## src/rtl/dsd_pkg.sv

```systemverilog
package dsd_pkg;
   // Largest ratio exponent reachable from a select field.
   function automatic int max_log2(input int min_log2, input int sel_w);
      return min_log2 + (1 << sel_w) - 1;
   endfunction
endpackage

```

## src/rtl/dsd_decim_timer.sv

```systemverilog
module dsd_decim_timer #(
   parameter int MIN_OSR_LOG2 = 5,
   parameter int SEL_W        = 2
) (
   input  logic             clk,
   input  logic             rst_n,
   input  logic             mod_tick,
   input  logic [SEL_W-1:0] osr_sel,
   output logic             dec_stb
);
   localparam int MAX_LOG2 = dsd_pkg::max_log2(MIN_OSR_LOG2, SEL_W);

   logic [MAX_LOG2:0]   osr_val;
   logic [MAX_LOG2-1:0] last_idx;
   logic [MAX_LOG2-1:0] cnt_q;

   always_comb begin
      osr_val  = (MAX_LOG2+1)'(1) << (MIN_OSR_LOG2 + int'(osr_sel));
      last_idx = MAX_LOG2'(osr_val - 1'b1);
   end

   assign dec_stb = mod_tick && (cnt_q == last_idx);

   always_ff @(posedge clk or negedge rst_n) begin
      if (!rst_n)        cnt_q <= '0;
      else if (dec_stb)  cnt_q <= '0;
      else if (mod_tick) cnt_q <= cnt_q + 1'b1;
   end
endmodule

```

## src/rtl/dsd_phase_delay.sv

```systemverilog
module dsd_phase_delay #(
   parameter int MIN_OSR_LOG2 = 5,
   parameter int SEL_W        = 2,
   parameter int CODE_W       = 3,
   parameter int PH_W         = 8
) (
   input  logic                     clk,
   input  logic                     rst_n,
   input  logic                     mod_tick,
   input  logic [SEL_W-1:0]         osr_sel,
   input  logic signed [PH_W-1:0]   phase_val,
   input  logic [1:0][CODE_W-1:0]   codes_in,
   output logic [1:0][CODE_W-1:0]   codes_out
);
   localparam int MAX_LOG2 = dsd_pkg::max_log2(MIN_OSR_LOG2, SEL_W);
   localparam int IDX_W    = MAX_LOG2 - 1;
   localparam int DEPTH    = 1 << IDX_W;

   int half_span;
   int ph_cl;
   int dly [2];

   // Clamp the skew to the span allowed by the current ratio.
   always_comb begin
      half_span = 1 << (MIN_OSR_LOG2 - 1 + int'(osr_sel));
      ph_cl     = int'(phase_val);
      if (ph_cl > half_span - 1)  ph_cl = half_span - 1;
      else if (ph_cl < -half_span) ph_cl = -half_span;
      dly[0] = (ph_cl > 0) ? ph_cl : 0;
      dly[1] = (ph_cl < 0) ? -ph_cl : 0;
   end

   for (genvar c = 0; c < 2; c++) begin : g_lane
      logic [CODE_W-1:0] line_q [DEPTH];
      logic [IDX_W-1:0]  tap_idx;

      always_ff @(posedge clk or negedge rst_n) begin
         if (!rst_n) begin
            for (int i = 0; i < DEPTH; i++) line_q[i] <= '0;
         end else if (mod_tick) begin
            line_q[0] <= codes_in[c];
            for (int i = 1; i < DEPTH; i++) line_q[i] <= line_q[i-1];
         end
      end

      always_comb begin
         tap_idx      = IDX_W'(dly[c] - 1);
         codes_out[c] = (dly[c] == 0) ? codes_in[c] : line_q[tap_idx];
      end
   end
endmodule

```

## src/rtl/dsd_sinc3.sv

```systemverilog
module dsd_sinc3 #(
   parameter int MIN_OSR_LOG2 = 5,
   parameter int SEL_W        = 2,
   parameter int CODE_W       = 3,
   parameter int OUT_W        = 24,
   parameter int NARROW_W     = 16,
   parameter int ORDER        = 3
) (
   input  logic             clk,
   input  logic             rst_n,
   input  logic             mod_tick,
   input  logic             dec_stb,
   input  logic [SEL_W-1:0] osr_sel,
   input  logic             wide,
   input  logic [CODE_W-1:0] code,
   output logic [OUT_W-1:0] word,
   output logic             word_vld
);
   localparam int MAX_LOG2 = dsd_pkg::max_log2(MIN_OSR_LOG2, SEL_W);
   localparam int ACC_W    = CODE_W + ORDER * MAX_LOG2;
   localparam int SC_W     = ACC_W + OUT_W;
   localparam logic signed [SC_W-1:0] SAT_HI =
      {{(SC_W-OUT_W+1){1'b0}}, {(OUT_W-1){1'b1}}};
   localparam logic signed [SC_W-1:0] SAT_LO =
      {{(SC_W-OUT_W+1){1'b1}}, {(OUT_W-1){1'b0}}};

   logic signed [ACC_W-1:0] code_ext;
   logic signed [ACC_W-1:0] integ_q [ORDER];
   logic signed [ACC_W-1:0] comb_z_q [ORDER];
   logic signed [ACC_W-1:0] diff [ORDER];
   logic signed [SC_W-1:0]  wide_v;
   logic signed [SC_W-1:0]  scaled;
   logic [OUT_W-1:0]        sat_w;
   logic [OUT_W-1:0]        trimmed;
   int                      sh;

   assign code_ext = {{(ACC_W-CODE_W){code[CODE_W-1]}}, code};

   // Integrators at the modulator rate; wrap-around is harmless.
   always_ff @(posedge clk or negedge rst_n) begin
      if (!rst_n) begin
         for (int i = 0; i < ORDER; i++) integ_q[i] <= '0;
      end else if (mod_tick) begin
         integ_q[0] <= integ_q[0] + code_ext;
         for (int i = 1; i < ORDER; i++) integ_q[i] <= integ_q[i] + integ_q[i-1];
      end
   end

   always_comb begin
      diff[0] = integ_q[ORDER-1] - comb_z_q[0];
      for (int i = 1; i < ORDER; i++) diff[i] = diff[i-1] - comb_z_q[i];
   end

   // Combs at the decimated rate.
   always_ff @(posedge clk or negedge rst_n) begin
      if (!rst_n) begin
         for (int i = 0; i < ORDER; i++) comb_z_q[i] <= '0;
      end else if (dec_stb) begin
         comb_z_q[0] <= integ_q[ORDER-1];
         for (int i = 1; i < ORDER; i++) comb_z_q[i] <= diff[i-1];
      end
   end

   // Normalize gain OSR^ORDER to 2^(OUT_W-2) per code unit, then clip.
   always_comb begin
      wide_v = {{(SC_W-ACC_W){diff[ORDER-1][ACC_W-1]}}, diff[ORDER-1]};
      sh     = (OUT_W - 2) - ORDER * (MIN_OSR_LOG2 + int'(osr_sel));
      if (sh >= 0) scaled = wide_v <<< sh;
      else         scaled = wide_v >>> (-sh);
      if (scaled > SAT_HI)      sat_w = SAT_HI[OUT_W-1:0];
      else if (scaled < SAT_LO) sat_w = SAT_LO[OUT_W-1:0];
      else                      sat_w = scaled[OUT_W-1:0];
   end

   if (NARROW_W < OUT_W) begin : g_trim
      assign trimmed = wide ? sat_w
                            : {sat_w[OUT_W-1 -: NARROW_W], {(OUT_W-NARROW_W){1'b0}}};
   end else begin : g_full
      assign trimmed = sat_w;
   end

   always_ff @(posedge clk or negedge rst_n) begin
      if (!rst_n) begin
         word     <= '0;
         word_vld <= 1'b0;
      end else begin
         word_vld <= dec_stb;
         if (dec_stb) word <= trimmed;
      end
   end
endmodule

```

## src/rtl/dual_sinc_decimator.sv

```systemverilog
module dual_sinc_decimator #(
   parameter int MIN_OSR_LOG2 = 5,
   parameter int SEL_W        = 2,
   parameter int CODE_W       = 3,
   parameter int OUT_W        = 24,
   parameter int NARROW_W     = 16,
   parameter int PH_W         = 8,
   parameter int ORDER        = 3
) (
   input  logic              clk,
   input  logic              rst_n,
   input  logic              mod_tick,
   input  logic [SEL_W-1:0]  osr_sel,
   input  logic [PH_W-1:0]   phase,
   input  logic              width_ch0,
   input  logic              width_ch1,
   input  logic [CODE_W-1:0] mod_ch0,
   input  logic [CODE_W-1:0] mod_ch1,
   output logic [OUT_W-1:0]  data_ch0,
   output logic              valid_ch0,
   output logic [OUT_W-1:0]  data_ch1,
   output logic              valid_ch1
);
   localparam int MAX_LOG2 = dsd_pkg::max_log2(MIN_OSR_LOG2, SEL_W);

   if (PH_W < MAX_LOG2) begin : g_bad_phase
      $error("phase field too narrow for the largest ratio");
   end
   if (NARROW_W > OUT_W || NARROW_W < 1) begin : g_bad_narrow
      $error("narrow width must lie in 1..OUT_W");
   end
   if (MIN_OSR_LOG2 < 1) begin : g_bad_osr
      $error("smallest ratio must be at least 2");
   end

   logic                    dec_stb;
   logic [1:0][CODE_W-1:0]  raw_codes;
   logic [1:0][CODE_W-1:0]  dly_codes;
   logic [1:0]              wide_sel;
   logic [1:0][OUT_W-1:0]   words;
   logic [1:0]              vlds;

   assign raw_codes = {mod_ch1, mod_ch0};
   assign wide_sel  = {width_ch1, width_ch0};

   dsd_decim_timer #(.MIN_OSR_LOG2(MIN_OSR_LOG2), .SEL_W(SEL_W)) u_timer (
      .clk(clk), .rst_n(rst_n), .mod_tick(mod_tick),
      .osr_sel(osr_sel), .dec_stb(dec_stb)
   );

   dsd_phase_delay #(
      .MIN_OSR_LOG2(MIN_OSR_LOG2), .SEL_W(SEL_W), .CODE_W(CODE_W), .PH_W(PH_W)
   ) u_skew (
      .clk(clk), .rst_n(rst_n), .mod_tick(mod_tick), .osr_sel(osr_sel),
      .phase_val(signed'(phase)), .codes_in(raw_codes), .codes_out(dly_codes)
   );

   for (genvar c = 0; c < 2; c++) begin : g_chan
      dsd_sinc3 #(
         .MIN_OSR_LOG2(MIN_OSR_LOG2), .SEL_W(SEL_W), .CODE_W(CODE_W),
         .OUT_W(OUT_W), .NARROW_W(NARROW_W), .ORDER(ORDER)
      ) u_filt (
         .clk(clk), .rst_n(rst_n), .mod_tick(mod_tick), .dec_stb(dec_stb),
         .osr_sel(osr_sel), .wide(wide_sel[c]), .code(dly_codes[c]),
         .word(words[c]), .word_vld(vlds[c])
      );
   end

   assign data_ch0  = words[0];
   assign data_ch1  = words[1];
   assign valid_ch0 = vlds[0];
   assign valid_ch1 = vlds[1];
endmodule

```

## config.mk

```make
export PLATFORM = sky130hd
export DESIGN_NAME = dual_sinc_decimator
export DESIGN_NICKNAME = d
export VERILOG_FILES = /design/src/rtl/dsd_pkg.sv /design/src/rtl/dsd_decim_timer.sv /design/src/rtl/dsd_phase_delay.sv /design/src/rtl/dsd_sinc3.sv /design/src/rtl/dual_sinc_decimator.sv
export SDC_FILE = /design/constraint.sdc
export NUM_CORES = 2
export LEC_CHECK = 0
export ABC_AREA = 1
export BUFFER_PORTS_ARGS = -buffer_cell sky130_fd_sc_hd__buf_2
export CORE_ASPECT_RATIO = 0.5
export CORE_MARGIN = 4
export CORE_UTILIZATION = 30
export CTS_CLUSTER_DIAMETER = 60
export DETAILED_ROUTE_END_ITERATION = 16
export HOLD_SLACK_MARGIN = 0.15
export PLACE_DENSITY_LB_ADDON = 0.25
export REMOVE_ABC_BUFFERS = 1
export SYNTH_ARGS = -nofsm -noshare
export SYNTH_HDL_FRONTEND = slang
export SYNTH_SLANG_ARGS = --single-unit
```

## constraint.sdc

```tcl
create_clock -name clk -period 8.06 [get_ports clk]
set_clock_uncertainty 0.2 [all_clocks]
set_input_delay 1.612 -clock clk [delete_from_list [all_inputs] [get_ports clk]]
set_output_delay 1.612 -clock clk [all_outputs]
set_load 0.01 [all_outputs]
```

# == Yosys cells after proc, flatten, opt, wreduce, memory -nomap -nowiden ==
# Cells that the tools add are included.
# word_totals
regBits,1149
in_bits,21
out_inout_bits,50
word_cells,342
# op_classes
add_sub_neg,23
multipliers,1
order_cmp,11
n_eq_ne,1
n_shift,6
mux,22
bitwise,2
n_reduce_logical,4
# op_table
operator,n
27-bit subtractor,6
32-bit 2-to-1 mux,4
27-bit adder,4
"51-bit by 24-bit greater-than comparator with 1-bit output, second input constant",2
"51-bit by 24-bit less-than comparator with 1-bit output, second input constant",2
51-bit 2-to-1 mux,2
27-bit by 32-bit <<< shifter with 51-bit output,2
27-bit by 32-bit >>> shifter with 51-bit output,2
24-bit 2-to-1 mux,4
32-bit negator,3
32-bit logical NOT,2
27-bit by 3-bit adder with 27-bit output,2
3-bit binary-select mux with 7-bit select,2
"32-bit by 1-bit >= comparator with 1-bit output, second input constant",1
"32-bit by 1-bit greater-than comparator with 1-bit output, second input constant",1
8-bit by 32-bit greater-than comparator with 1-bit output,1
"32-bit by 1-bit less-than comparator with 1-bit output, second input constant",1
8-bit by 32-bit less-than comparator with 1-bit output,1
"3-bit by 32-bit multiplier with 32-bit output, first input constant",1
8-bit 2-to-1 mux,4
"1-bit by 32-bit << shifter with 32-bit output, first input constant",1
"1-bit by 32-bit << shifter with 8-bit output, first input constant",1
"32-bit by 2-bit subtractor with 32-bit output, second input constant",1
"6-bit by 32-bit subtractor with 32-bit output, first input constant",1
10 further kinds,19

# == Logic depth before layout (Yosys ltp) ==
# logic_depth
ltp_word,15
depth_mapped,69
ltp_nobuf,61

# == Hierarchy ==
# A second synthesis with hierarchy kept.
# hier_totals
cells_unflattened,9808
hier_area_um2,71917.7
# modules_own_cells
mod,n_inst,cells_each,area_per_inst_um2
dsd_phase_delay,1,4774,37468.4
dsd_sinc3 (g_chan[0].u_filt),1,2535,17199.0
dsd_sinc3 (g_chan[1].u_filt),1,2436,16738.6
dsd_decim_timer,1,63,511.7

# == Worst setup path before layout ==
# OpenSTA, ideal clock, no wires.
# synth_path
path_type,input-to-reg
startpoint,input osr_sel[0]
endpoint,register g_chan[0].u_filt.integ_q[80] (netlist bit)
setup_time_ns,0.117
arrival_ns,10.705
t_required_ns,7.743
path_slack_ns,-2.963
stages,65
path_cell_list,inv_1 -> clkbuf_1 -> clkbuf_1 -> clkbuf_1 -> clkbuf_1 -> ha_1 -> buf_2 -> buf_2 -> clkbuf_1 -> buf_1 -> nor3b_1 -> ha_1 -> and3_4 -> nor3_2 -> nand3_2 -> nand2_4 -> inv_2 -> nand2_1 -> [... 29 more ...] -> nand3_1 -> nand2_1 -> nand3_1 -> nand2_1 -> nand3_1 -> nand2_1 -> a21oi_1 -> inv_1 -> a21oi_1 -> inv_1 -> a21oi_1 -> or3_1 -> nand2_1 -> inv_1 -> nand2_1 -> nand3_1 -> nand2_1 -> nand2_1
# synth_between
elab_chain_len,15
# synth_lines
element,line,text
"start, declared",dual_sinc_decimator.sv:13,"input logic [SEL_W-1:0] osr_sel,"
3-bit by 2-bit adder with 4-bit output *,dsd_phase_delay.sv:25,half_span = 1 << (MIN_OSR_LOG2 - 1 + int'(osr_sel));
1-bit by 32-bit << shifter with 32-bit output *,dsd_phase_delay.sv:25,
32-bit negator,dsd_phase_delay.sv:28,else if (ph_cl < -half_span) ph_cl = -half_span;
8-bit by 32-bit less-than comparator with 1-bit output,dsd_phase_delay.sv:28,
32-bit 2-to-1 mux,dsd_phase_delay.sv:28,
32-bit 2-to-1 mux *,dsd_phase_delay.sv:27,if (ph_cl > half_span - 1) ph_cl = half_span - 1;
32-bit by 1-bit greater-than comparator with 1-bit output,dsd_phase_delay.sv:29,dly[0] = (ph_cl > 0) ? ph_cl : 0;
32-bit 2-to-1 mux *,dsd_phase_delay.sv:29,
7-bit by 2-bit subtractor with 7-bit output,dsd_phase_delay.sv:47,tap_idx = IDX_W'(dly[c] - 1);
7-bit inverter with 8-bit output (implied by the code),dsd_phase_delay.sv:48,codes_out[c] = (dly[c] == 0) ? codes_in[c] : line_q[tap_idx];
3-bit binary-select mux with 7-bit select,dsd_phase_delay.sv:48,
3-bit 2-to-1 mux (implied by the code) (2 in series),dsd_phase_delay.sv:48,
3-bit 2-to-1 mux *,dsd_phase_delay.sv:48,
27-bit by 3-bit adder with 27-bit output *,dsd_sinc3.sv:44,integ_q[0] <= integ_q[0] + code_ext;
"end, declared",dsd_sinc3.sv:28,logic signed [ACC_W-1:0] integ_q [ORDER];
# Mark *: on every way between the ends. The rest lies on a longest branch, timed or not. The select of a mux whose other input is x is not followed.
# A chain may end at the register's enable or synchronous reset.

# == Worst setup path in the final report ==
# layout_path
startpoint,input osr_sel[0]
endpoint,register g_chan[1].u_filt.integ_q[80] (netlist bit)
# layout_between
elab_chain_len,15
# layout_lines
element,line,text
3-bit by 2-bit adder with 4-bit output *,dsd_phase_delay.sv:25,
1-bit by 32-bit << shifter with 32-bit output *,dsd_phase_delay.sv:25,
32-bit negator,dsd_phase_delay.sv:28,
8-bit by 32-bit less-than comparator with 1-bit output,dsd_phase_delay.sv:28,
32-bit 2-to-1 mux,dsd_phase_delay.sv:28,
32-bit 2-to-1 mux *,dsd_phase_delay.sv:27,
32-bit negator or 32-bit by 1-bit less-than comparator with 1-bit output (tied branches),dsd_phase_delay.sv:30,dly[1] = (ph_cl < 0) ? -ph_cl : 0;
32-bit 2-to-1 mux *,dsd_phase_delay.sv:30,
7-bit by 2-bit subtractor with 7-bit output,dsd_phase_delay.sv:47,
7-bit inverter with 8-bit output (implied by the code),dsd_phase_delay.sv:48,
3-bit binary-select mux with 7-bit select,dsd_phase_delay.sv:48,
3-bit 2-to-1 mux (implied by the code) (2 in series),dsd_phase_delay.sv:48,
3-bit 2-to-1 mux *,dsd_phase_delay.sv:48,
27-bit by 3-bit adder with 27-bit output *,dsd_sinc3.sv:44,
"end, declared",dsd_sinc3.sv:28,
# Marks and branches as above.

==> flow_summary.json <==
{
  "outcome": "completed",
  "rsz0062_at_grt": "yes",
  "required_ns": 8.46,
  "drt-initial-drc-count": 4191,
  "dr.pass1.iters": 6,
  "clockBufferDepth": 3,
  "end_kind": "flop",
  "area_growth_pct": 15.6,
  "ys_types": 72,
  "hold_viol": 0,
  "setup_viol": 0,
  "fin_util": 0.351,
  "crit_arrival_ns": 8.07,
  "timing.slew.headroom": 0.279,
  "pre_cts_ws_ns": -1.15,
  "layout.cells.non_filler": 12594,
  "fill_cells": 24448,
  "yosysSeqAreaShare": 0.412,
  "cp_max_fo": 19,
  "syn_avg_cell_area_um2": 7.48,
  "synth_top_area_frac": 0.412,
  "fin_ws_ns": 0.391,
  "core_area_um2": 230000,
  "cap_viol_max_count": 0,
  "grt.overflow.total": 0,
  "die_y_um": 349,
  "ctsHtreeMaxLevel": 3,
  "vias": 59918,
  "syn-cell-area_um2": 69800,
  "wl_met3_um": 6860,
  "die_area_um2": 241000,
  "layout-drive-gt1-share": 0.0975,
  "grt_pass1_wl_um": 304000,
  "yosysWarnings": 0,
  "wl_met2_um": 80500,
  "totalWireLength_um": 184000,
  "grt_usage": 0.149,
  "ys_top_cells_by_count": "nand2_1, o21ai_0, dfrtp_1",
  "crit_top_cell": "nand3_1",
  "insertion_delay_ns": 0.77,
  "synth_most_common_cell": "nand2_1",
  "hpwl_um": 125000,
  "finalNetCount": 9787,
  "cts_root_buf": "clkbuf_16",
  "drc": 0,
  "worstMarginPinSlew_ns": 1.08,
  "tritoncts": "built",
  "synth_enable_flop_cells": 0,
  "synth-async-reset-ratio": 1.00,
  "hp-class": "reg -> reg",
  "grt_max_degree": 256,
  "ys.flop_type": "dfrtp_1",
  "topRoutingLayerUsed": "met4",
  "drtAntennaViolNets": 0,
  "period_needed_ns": 7.67,
  "path_clk_slew_ns": 0.07,
  "gp_congestion": 0.857,
  "synth_cells": 9337,
  "slew_violations": 0,
  "place_inst": 12353,
  "io_buffers": 70,
  "max_freq_mhz": 130,
  "fin_hold_ws_ns": 0.264,
  "synth_seq_cells": 1149,
  "io_pins": 71,
  "cts_buffers": 114,
  "max_stage_delay_ns": 0.37,
  "clock-sinks": 1149,
  "synth_area_leaders": "dfrtp_1, nand2_1, o21ai_0",
  "drt-vias-per-instance": 4.76,
  "drt-met1-wl_um": 92800,
  "post-route-period-util": 0.951,
  "hold_buffers": 0,
  "path_class": "in -> reg",
  "slowest_stage": "or3_4",
  "floorplan.initialDensity": 0.304,
  "antenna_found_initial": 3,
  "grt_pass1_vias": 56903,
  "wl_per_cell_um": 14.6,
  "row_count": 124,
  "die_w_um": 690,
  "synth_top_cell_by_area": "dfrtp_1",
  "cp-start-kind": "input pin"
}
[kinds of logic after synthesis]
family,after synthesis,synth area share
and+or+nand+nor,3512,0.209
AOI/OAI and AO/OA,2513,0.194
buffers and inverters,1534,0.0854
DFF,1149,0.412
adders and majority gates,350,0.0640
xor gates and xnor gates,271,0.0342
muxes,6,0.000860
other,2,0.000108
[worst paths after layout]
path                                         startpoint                       endpoint  slack [ns]  depth (start not counted)
setup / recovery                             osr_sel[0]   g_chan[1].u_filt.integ_q[80]        0.39                         54
hold / removal             u_skew.g_lane[0].line_q[198]   u_skew.g_lane[0].line_q[195]        0.26                          2
setup reg to reg            g_chan[0].u_filt.integ_q[0]       g_chan[0].u_filt.word[5]        0.62                         44
hold reg to reg            u_skew.g_lane[0].line_q[198]   u_skew.g_lane[0].line_q[195]        0.26                          2
max in group asynchronous                         rst_n  g_chan[1].u_filt.comb_z_q[17]        5.31                          2
min in group asynchronous                         rst_n   u_skew.g_lane[1].line_q[225]        0.67                          1
[layer usage]
layer  up-vias  GRT usage
met4         0     0.0304
met3       210     0.0201
met5         -          0
met2       842      0.236
met1     27792      0.217
li1      31074          -
[layout by cell type (no fill, tap or decap), types with 10 or more instances in the layout]
master,synthesis,final
xnor2_1,118,118
o21ai_2,10,22
buf_2,84,67
ha_1,338,322
o21ai_1,75,86
a21boi_2,1,10
clkbuf_8,0,23
dfrtp_1,1149,1149
a21oi_2,4,22
buf_12,0,64
o211ai_1,203,203
a32o_1,10,10
clkbuf_1,354,22
o22ai_1,13,13
clkinv_2,0,21
buf_6,10,10
a21oi_1,519,499
nand2_4,8,12
buf_4,6,323
a21o_1,18,18
clkbuf_16,0,118
inv_2,15,28
nand4_1,56,56
a31oi_1,26,25
o21ai_0,1542,1519
nor3_1,25,23
inv_1,999,979
nand3_1,611,586
or2_2,15,15
xor2_1,151,145
bufinv_16,0,11
o31ai_1,17,14
nand2_1,2452,2437
nor2_1,250,244
ha_4,0,12
o21bai_1,17,17
nand2_2,21,32
nand3_2,23,46
[critical path: cells and delay by family]
kind / cells / cell delay, ns
and+or+nand+nor: 27 / 2.94
buffers and inverters: 15 / 1.57
adders and majority gates: 5 / 1.17
AOI/OAI and AO/OA: 7 / 0.74
[per-stage QoR]
step                      setup TNS [ns]  area, um2
after global routing              -0.204      80700
final                                  0      80700
after global placement            -21.62      75600
after CTS                              0      79800
after detailed placement          -22.65      75600
after floorplan                 -3606.41      67700
[state kept, by name (all words and copies together), names as in the netlist]
register                count
u_skew.g_lane.line_q      768
g_chan.u_filt.comb_z_q    162
g_chan.u_filt.integ_q     162
g_chan.u_filt.word         48
u_timer.cnt_q               8
g_chan.u_filt.word_vld      1
[cell type report]
| type | count | area [um2] | area share |
|---|---|---|---|
| Antenna cell | 1 | 2.50 | 0.0000310 |
| Inverter | 1020 | 3870 | 0.0479 |
| Clock buffer | 159 | 3250 | 0.0403 |
| Tap cell | 3087 | 3860 | 0.0479 |
| Multi-Input combinational cell | 6655 | 35800 | 0.444 |
| Clock inverter | 47 | 694 | 0.00861 |
| Sequential cell | 1149 | 28800 | 0.356 |
| Timing Repair Buffer | 476 | 4440 | 0.0550 |
[timing repair]
item,in CTS,in global routing
pin swaps,7,47
gates resized for setup,28,171
endpoints found under the setup margin,14,71
cloned,2,4
setup buffers,7,21
Power is not shown: default switching activity piles up to over one toggle a cycle in this logic, so the estimate is an artifact.
